[src/rtl/pci_par_pkg.sv]
package pci_par_pkg;

    typedef enum logic [1:0] {
        PH_IDLE = 2'd0,
        PH_ADDR = 2'd1,
        PH_DATA = 2'd2
    } phase_e;

    typedef struct packed {
        logic   drive;   // device owns AD/CBE this clock
        logic   check;   // device samples AD/CBE this clock
        logic   mwrite;  // master write data phase
        phase_e kind;
    } role_t;

    // even parity: returns the bit that makes the ones count even
    function automatic logic even_par(input logic [63:0] v);
        return ^v;
    endfunction

endpackage

[src/rtl/pci_par_role.sv]
module pci_par_role
    import pci_par_pkg::*;
(
    input  logic  addr_phase,
    input  logic  data_phase,
    input  logic  master,
    input  logic  write,
    output role_t role
);
    always_comb begin
        role = '0;
        if (addr_phase) begin
            role.kind  = PH_ADDR;
            role.drive = master;
            role.check = ~master;
        end else if (data_phase) begin
            role.kind   = PH_DATA;
            role.drive  = master ? write : ~write;
            role.check  = master ? ~write : write;
            role.mwrite = master & write;
        end else begin
            role.kind = PH_IDLE;
        end
    end
endmodule

[src/rtl/pci_par_gen.sv]
module pci_par_gen
    import pci_par_pkg::*;
#(
    parameter int AD_W = 32,
    parameter int BE_W = 4
) (
    input  logic            clk,
    input  logic            rst,
    input  logic [AD_W-1:0] ad,
    input  logic [BE_W-1:0] cbe,
    input  logic            drive,
    output logic            par,
    output logic            par_oe
);
    localparam int SUM_W = AD_W + BE_W;

    logic [63:0] vec;
    always_comb begin
        vec = '0;
        vec[SUM_W-1:0] = {cbe, ad};
    end

    always_ff @(posedge clk) begin
        if (rst) begin
            par    <= 1'b0;
            par_oe <= 1'b0;
        end else begin
            par    <= even_par(vec);
            par_oe <= drive;
        end
    end
endmodule

[src/rtl/pci_par_check.sv]
module pci_par_check
    import pci_par_pkg::*;
#(
    parameter int AD_W = 32,
    parameter int BE_W = 4
) (
    input  logic            clk,
    input  logic            rst,
    input  logic [AD_W-1:0] ad,
    input  logic [BE_W-1:0] cbe,
    input  logic            par_rx,
    input  role_t           role,
    input  logic            perr_en,
    input  logic            serr_en,
    output logic            perr_act,
    output logic            serr_act
);
    localparam int SUM_W = AD_W + BE_W;

    logic [63:0] vec;
    always_comb begin
        vec = '0;
        vec[SUM_W-1:0] = {cbe, ad};
    end

    // stage 1: capture parity of the sampled phase
    logic pend_v;
    logic pend_addr;
    logic pend_par;

    always_ff @(posedge clk) begin
        if (rst) begin
            pend_v    <= 1'b0;
            pend_addr <= 1'b0;
            pend_par  <= 1'b0;
        end else begin
            pend_v    <= role.check;
            pend_addr <= (role.kind == PH_ADDR);
            pend_par  <= even_par(vec);
        end
    end

    // stage 2: compare with the parity bit arriving now, register report
    logic mismatch;
    assign mismatch = pend_v & (pend_par ^ par_rx);

    always_ff @(posedge clk) begin
        if (rst) begin
            perr_act <= 1'b0;
            serr_act <= 1'b0;
        end else begin
            perr_act <= mismatch & ~pend_addr & perr_en;
            serr_act <= mismatch &  pend_addr & perr_en & serr_en;
        end
    end
endmodule

[src/rtl/pci_par_dpr.sv]
module pci_par_dpr #(
    parameter int LAT = 2
) (
    input  logic clk,
    input  logic rst,
    input  logic mwrite,
    input  logic perr_n_in,
    output logic dpr
);
    logic [LAT-1:0] hist;

    generate
        if (LAT == 1) begin : g_one
            always_ff @(posedge clk) begin
                if (rst) hist <= '0;
                else     hist <= mwrite;
            end
        end else begin : g_many
            always_ff @(posedge clk) begin
                if (rst) hist <= '0;
                else     hist <= {hist[LAT-2:0], mwrite};
            end
        end
    endgenerate

    always_ff @(posedge clk) begin
        if (rst)                                dpr <= 1'b0;
        else if (hist[LAT-1] && !perr_n_in)     dpr <= 1'b1;
    end
endmodule

[src/rtl/pci_parity_unit.sv]
module pci_parity_unit
    import pci_par_pkg::*;
#(
    parameter int AD_W    = 32,
    parameter int BE_W    = 4,
    parameter int DPR_LAT = 2
) (
    input  logic            clk,
    input  logic            rst,
    input  logic [AD_W-1:0] ad_i,
    input  logic [BE_W-1:0] cbe_i,
    input  logic            par_i,
    input  logic            addr_phase_i,
    input  logic            data_phase_i,
    input  logic            master_i,
    input  logic            write_i,
    input  logic            perr_n_i,
    input  logic            perr_en_i,
    input  logic            serr_en_i,
    output logic            par_o,
    output logic            par_oe_o,
    output logic            perr_n_o,
    output logic            perr_oe_o,
    output logic            serr_n_o,
    output logic            serr_oe_o,
    output logic            dpr_o
);
    role_t role;
    logic  perr_act;
    logic  serr_act;

    pci_par_role u_role (
        .addr_phase (addr_phase_i),
        .data_phase (data_phase_i),
        .master     (master_i),
        .write      (write_i),
        .role       (role)
    );

    pci_par_gen #(.AD_W(AD_W), .BE_W(BE_W)) u_gen (
        .clk    (clk),
        .rst    (rst),
        .ad     (ad_i),
        .cbe    (cbe_i),
        .drive  (role.drive),
        .par    (par_o),
        .par_oe (par_oe_o)
    );

    pci_par_check #(.AD_W(AD_W), .BE_W(BE_W)) u_chk (
        .clk      (clk),
        .rst      (rst),
        .ad       (ad_i),
        .cbe      (cbe_i),
        .par_rx   (par_i),
        .role     (role),
        .perr_en  (perr_en_i),
        .serr_en  (serr_en_i),
        .perr_act (perr_act),
        .serr_act (serr_act)
    );

    pci_par_dpr #(.LAT(DPR_LAT)) u_dpr (
        .clk       (clk),
        .rst       (rst),
        .mwrite    (role.mwrite),
        .perr_n_in (perr_n_i),
        .dpr       (dpr_o)
    );

    // open-drain: low level while enabled, released otherwise
    assign perr_oe_o = perr_act;
    assign perr_n_o  = ~perr_act;
    assign serr_oe_o = serr_act;
    assign serr_n_o  = ~serr_act;
endmodule

[config.mk]
export PLATFORM = sky130hd
export DESIGN_NAME = pci_parity_unit
export DESIGN_NICKNAME = d
export VERILOG_FILES = /design/src/rtl/pci_par_pkg.sv /design/src/rtl/pci_par_role.sv /design/src/rtl/pci_par_gen.sv /design/src/rtl/pci_par_check.sv /design/src/rtl/pci_par_dpr.sv /design/src/rtl/pci_parity_unit.sv
export SDC_FILE = /design/constraint.sdc
export NUM_CORES = 1
export LEC_CHECK = 0
export BUFFER_PORTS_ARGS = -buffer_cell sky130_fd_sc_hd__clkbuf_2
export CORE_UTILIZATION = 33
export DETAILED_ROUTE_END_ITERATION = 7
export GPL_TIMING_DRIVEN = 1
export PLACE_DENSITY = 0.79
export SYNTH_ARGS = -nofsm -noshare
export SYNTH_HDL_FRONTEND = slang
export SYNTH_SLANG_ARGS = --single-unit
[constraint.sdc]
create_clock -name clk -period 1.63 [get_ports clk]
set_clock_uncertainty 0.2 [all_clocks]
set_input_delay 0.326 -clock clk [delete_from_list [all_inputs] [get_ports clk]]
set_output_delay 0.326 -clock clk [all_outputs]
set_load 0.05 [all_outputs]
; After elaboration in Yosys (flattened, before gate mapping)
; Index checks and enable logic that the tools add are counted.
[word_totals]
reg_bits = 9
out_inout_bits = 7
elab_cells = 34
[classes]
n_eq_ne = 1
muxes = 6
bitwise_logic = 14
n_reduce_logical = 4
[op_table]
columns = op, count
row1 = $reduce_xor A64 Y1, 1
row2 = $and A1 B1 Y1, 7
row3 = $mux W2, 3
row4 = $not A1 Y1, 6
row5 = $mux W3, 1
row6 = $reduce_or A3 Y1, 1
row7 = $eq A2 B1 Y1 const B, 1
row8 = $mux W1, 2
row9 = $logic_and A1 B1 Y1, 1
row10 = $logic_not A1 Y1, 1
row11 = $xor A1 B1 Y1, 1

; Depth between registers and ports, before layout
[depth]
depth_word = 5
mapped_depth = 5
depth_no_buf = 5

; Cells and area by module
; Synthesis repeated with hierarchy kept, for this count alone.
[unflattened]
hier_cells = 103
hier_area_um2 = 1018.5
[by_module_without_submodules]
columns = mod, instances, cells_per_inst, area_per_inst_um2
row1 = pci_par_check, 1, 47, 475.5
row2 = pci_par_gen, 1, 38, 379.1
row3 = pci_par_dpr, 1, 8, 91.3
row4 = pci_par_role, 1, 8, 65.1
row5 = pci_parity_unit, 1, 2, 7.5

; Worst setup path after synthesis
; OpenSTA, ideal clock, no wires.
[synth_path]
path_type = input to register
from = in ad_i[26]
to = reg u_chk.pend_par
setup_ns = 0.121
t_arrival_ns = 1.485
required_ns = 1.309
slack_ns = -0.176
path_stages = 5
cell_sequence = xor2_1 > xnor2_1 > xnor2_1 > xnor3_1 > mux2_4
[synth_between]
elab_chain_cells = 1
[synth_lines]
columns = element, line_no
row1 = "start, declared", pci_parity_unit.sv:10  ; input logic [AD_W-1:0] ad_i,
row2 = $reduce_xor A64 Y1, pci_par_pkg.sv:18  ; return ^v;
row3 = "end signal, assigned", pci_par_check.sv:39  ; pend_par <= even_par(vec);
row4 = "end, declared", pci_par_check.sv:29  ; logic pend_par;
; Every way passes these cells.
; A chain may end at the register's enable or synchronous reset.

; Final worst setup path
[layout_path]
from = in cbe_i[0]
to = reg u_chk.pend_par
[layout_between]
elab_chain_cells = 1
[layout_lines]
columns = element, line_no
row1 = "start, declared", pci_parity_unit.sv:11  ; input logic [BE_W-1:0] cbe_i,
row2 = $reduce_xor A64 Y1, pci_par_pkg.sv:18
; Every way passes these cells.

==> impl_metrics.xml <==
<?xml version="1.0" encoding="UTF-8"?>
<metrics>
  <group name="status">
    <metric name="run_status" unit="">finished, violations left</metric>
    <metric name="violations" unit="">negative setup slack</metric>
  </group>
  <group name="sta">
    <metric name="actual_slew_at_the_worst_max_slew_pin" unit="ps">281.5</metric>
    <metric name="layout_worst_path_cycle_share" unit="">1.040</metric>
    <metric name="timing_max_transition_violations_final" unit="">0</metric>
    <metric name="setup_slack" unit="ps">-64.55</metric>
    <metric name="slew_headroom" unit="">0.8131</metric>
    <metric name="timing.final.hold_violations" unit="">0</metric>
    <metric name="rsz0062_at_grt" unit="">yes</metric>
    <metric name="timing.fmax" unit="GHz">0.5901</metric>
    <metric name="setup-tns-final" unit="ps">-64.55</metric>
    <metric name="setup_violations" unit="">1</metric>
    <metric name="timing.final.crit_period" unit="ps">1695</metric>
    <metric name="final.hold.worst_slack" unit="ps">90.94</metric>
  </group>
  <group name="placed_design">
    <metric name="dp_slack" unit="ps">-317.7</metric>
    <metric name="dpl_cell_area" unit="um^2">930.9</metric>
    <metric name="port-buffer-count" unit="">52</metric>
    <metric name="globalplace.congestion" unit="">0.5970</metric>
    <metric name="dpl.hpwl" unit="mm">1.134</metric>
  </group>
  <group name="final_layout">
    <metric name="area_growth_syn_to_layout" unit="%">58.66</metric>
    <metric name="nFillCells" unit="">178</metric>
    <metric name="final_common_cell" unit="">sky130_fd_sc_hd__clkbuf_2</metric>
    <metric name="stdcell_area" unit="um^2">1008</metric>
    <metric name="drive_gt1_frac" unit="">0.5333</metric>
    <metric name="most-common-layout-cells" unit="">sky130_fd_sc_hd__clkbuf_2 (51), sky130_fd_sc_hd__xnor2_1 (23), sky130_fd_sc_hd__dfxtp_1 (9), sky130_fd_sc_hd__xnor2_2 (5), sky130_fd_sc_hd__nor2_1 (4)</metric>
    <metric name="antennaDiodeCount" unit="">0</metric>
    <metric name="final_nets" unit="">168</metric>
  </group>
  <group name="synth">
    <metric name="synth.cell_area" unit="um^2">635.6</metric>
    <metric name="syn-num-nets" unit="">112</metric>
    <metric name="netlist-cell-type-count" unit="">16</metric>
    <metric name="syn_inst" unit="">65</metric>
    <metric name="syn_area_per_cell" unit="um^2">9.779</metric>
    <metric name="yosysSeqAreaShare" unit="">0.2835</metric>
    <metric name="ys_seq_elements" unit="">9</metric>
    <metric name="ys.warnings.count" unit="">0</metric>
  </group>
  <group name="die">
    <metric name="die_area" unit="um^2">2105</metric>
    <metric name="placementRows" unit="">15</metric>
    <metric name="starting_density_of_the_core" unit="">0.3603</metric>
    <metric name="fp.dieH" unit="um">45.89</metric>
    <metric name="placeableCoreArea" unit="um^2">1764</metric>
    <metric name="ios" unit="">53</metric>
    <metric name="fp.dieW" unit="um">45.89</metric>
  </group>
  <group name="power">
    <metric name="p_leak" unit="nW">0.4906</metric>
    <metric name="worst_ir_drop_vdd" unit="uV">409.6</metric>
    <metric name="pwr_density_cell" unit="nW/um^2">845.7</metric>
  </group>
  <group name="routing">
    <metric name="total_detailed_routing_wirelength" unit="mm">1.335</metric>
    <metric name="wire_per_inst" unit="um">9.207</metric>
    <metric name="ant_nets" unit="">0</metric>
    <metric name="detail_route.vias_per_cell" unit="">4.241</metric>
    <metric name="via_count" unit="">615</metric>
    <metric name="detail_route.drc_violations" unit="">0</metric>
    <metric name="drtIter0Drc" unit="">2</metric>
    <metric name="drt_pass1_iterations" unit="">3</metric>
  </group>
  <group name="clocking">
    <metric name="cts-htree-levels" unit="">1</metric>
    <metric name="cts_setup_buffers" unit="">0</metric>
    <metric name="cts.sink_count" unit="">9</metric>
    <metric name="clk_path_buf_depth" unit="">2</metric>
    <metric name="clkSlewWorstSetupHoldPaths" unit="ps">60</metric>
    <metric name="number_of_buffers_added_to_fix_hold_violations_after_cts" unit="">0</metric>
    <metric name="tritoncts_clock_tree" unit="">built</metric>
    <metric name="numCtsBuffers" unit="">3</metric>
    <metric name="clock_tree.root_cell" unit="">sky130_fd_sc_hd__clkbuf_4</metric>
    <metric name="clk-insertion-delay-late" unit="ps">250</metric>
  </group>
  <group name="critical_path">
    <metric name="end_kind" unit="">register</metric>
    <metric name="worst-r2r-cell-count" unit="">2</metric>
    <metric name="reg2reg_from" unit="">u_chk.pend_par</metric>
    <metric name="critPathLaunchType" unit="">input pin</metric>
    <metric name="critical_path.most_common_cell" unit="">sky130_fd_sc_hd__xnor2_1</metric>
    <metric name="setup.worst_path.start" unit="">cbe_i[0]</metric>
    <metric name="worst_ep_required_time" unit="ps">1570</metric>
    <metric name="critPathCapture" unit="">u_chk.pend_par</metric>
    <metric name="critical_path.cell_chain" unit="">clkbuf_2 -&gt; xnor2_1 -&gt; xnor2_1 -&gt; xnor2_1 -&gt; xnor3_1 -&gt; mux2_4</metric>
    <metric name="worst_ep_arrival_time" unit="ps">1640</metric>
    <metric name="cpMaxStageDelayCell" unit="">sky130_fd_sc_hd__xnor3_1</metric>
    <metric name="worst_path_largest_cell_delay" unit="ps">430</metric>
    <metric name="worst-path-max-fanout" unit="">1</metric>
    <metric name="rr_endpoint" unit="">u_chk.serr_act</metric>
    <metric name="startpoint_to_endpoint_class_of_the_critical_path" unit="">in2reg</metric>
    <metric name="setup.reg_to_reg.worst_slack" unit="ps">650</metric>
  </group>
  <group name="grt">
    <metric name="globalRouteOverflowTotal" unit="">0</metric>
    <metric name="global_route.usage.total" unit="">0.1214</metric>
    <metric name="most_congested_layer_reported_by_global_routing" unit="">met2</metric>
    <metric name="grt_max_degree" unit="">11</metric>
    <metric name="first_global_vias" unit="">563</metric>
    <metric name="grt.met2_usage" unit="">0.2592</metric>
    <metric name="global_routing_met3_resource_utilization" unit="">0.01190</metric>
    <metric name="grt_pass1_wl" unit="mm">1.849</metric>
    <metric name="grtUsageMet1" unit="">0.1012</metric>
    <metric name="grt_antenna_before_repair" unit="">0</metric>
  </group>
  <group name="worst_hold_path">
    <metric name="worstHoldPathType" unit="">in2reg</metric>
    <metric name="hp-start" unit="">serr_en_i</metric>
  </group>
  <group name="run">
    <metric name="number_of_max_capacitance_violations_reported" unit="">0</metric>
  </group>
</metrics>
==> state kept, by name (all words and copies together), names as in the netlist <==
name,flops
u_dpr.hist,2
u_chk.pend_addr,1
u_chk.pend_par,1
u_chk.pend_v,1
u_chk.perr_act,1
u_chk.serr_act,1
u_dpr.dpr,1
u_gen.par_oe,1
==> Yosys cell counts, drive strengths merged <==
cell / instances / area share
a21oi: 2 / 0.016
clkbuf: 1 / 0.0059
dfxtp: 9 / 0.28
ha: 1 / 0.020
inv: 3 / 0.018
mux2: 2 / 0.041
nand2: 3 / 0.018
nor2: 4 / 0.024
nor2b: 3 / 0.030
nor3b: 1 / 0.012
nor4: 2 / 0.020
nor4bb: 1 / 0.016
xnor2: 28 / 0.39
xnor3: 2 / 0.071
xor2: 3 / 0.041
==> layer usage <==
metal | wire [um] | up-vias
met5 | 0 | -
met4 | 10 | 0
met1 | 501 | 263
met2 | 736 | 36
met3 | 86 | 2
li1 | - | 314
==> timing repair <==
item                       in CTS  in global routing
pin swaps                       0                  5
gates resized for setup         2                  6
setup endpoints to repair       1                  1
==> worst min-delay path by stage <==
stage	cells after the start	to	slack (ps)
CTS	3	u_chk.serr_act	80
finish	3	u_chk.serr_act	90
global route	3	u_chk.serr_act	90
floorplan	1	u_chk.perr_act	200
global placement	1	u_chk.perr_act	200
detailed placement	1	u_chk.perr_act	210
==> cell type report <==
class / instances / area [um^2] / share of cell area
Sequential cell: 9 / 180.2 / 0.1787
Multi-Input combinational cell: 52 / 493.0 / 0.4888
Clock buffer: 4 / 26.28 / 0.02605
Tap cell: 25 / 31.28 / 0.03102
Timing Repair Buffer: 52 / 266.5 / 0.2643
Inverter: 3 / 11.26 / 0.01117
==> report_power, final <==
part	switching, W	total, W	internal (W)
Combinational	0.000182	0.000440	0.000257
Clock	0.0000730	0.000167	0.0000940
Sequential	0.00000886	0.000246	0.000237
Total	0.000264	0.000853	0.000589
==> cells by family (layout without fill, tap and decap cells) <==
family          count (synthesis)  in the layout  share of synthesized area
buf+inv                         4             59                    0.02362
xor+xnor                       33             33                     0.4980
mux                             2              2                    0.04133
flops                           9              9                     0.2835
fa+ha+maj                       1              1                    0.01968
simple gates                   14             14                     0.1181
compound gates                  2              2                    0.01575
==> metrics by stage <==
step / power (W) / util / cells
finish: 0.0008529 / 0.5716 / 145
global route: 0.0008969 / 0.5716 / 145
CTS: 0.0008516 / 0.5511 / 145
detailed placement: 0.0006768 / 0.5277 / 141
global placement: 0.0006673 / 0.5277 / 141
floorplan: 0.0005756 / - / 65
==> worst max-delay path, delay by kind of cell <==
kind	cells	cell delay, ps
xor gates and xnor gates	4	910
muxes	1	300
buffers and inverters	1	90
Note: power is estimated with default switching activity, not from simulation.
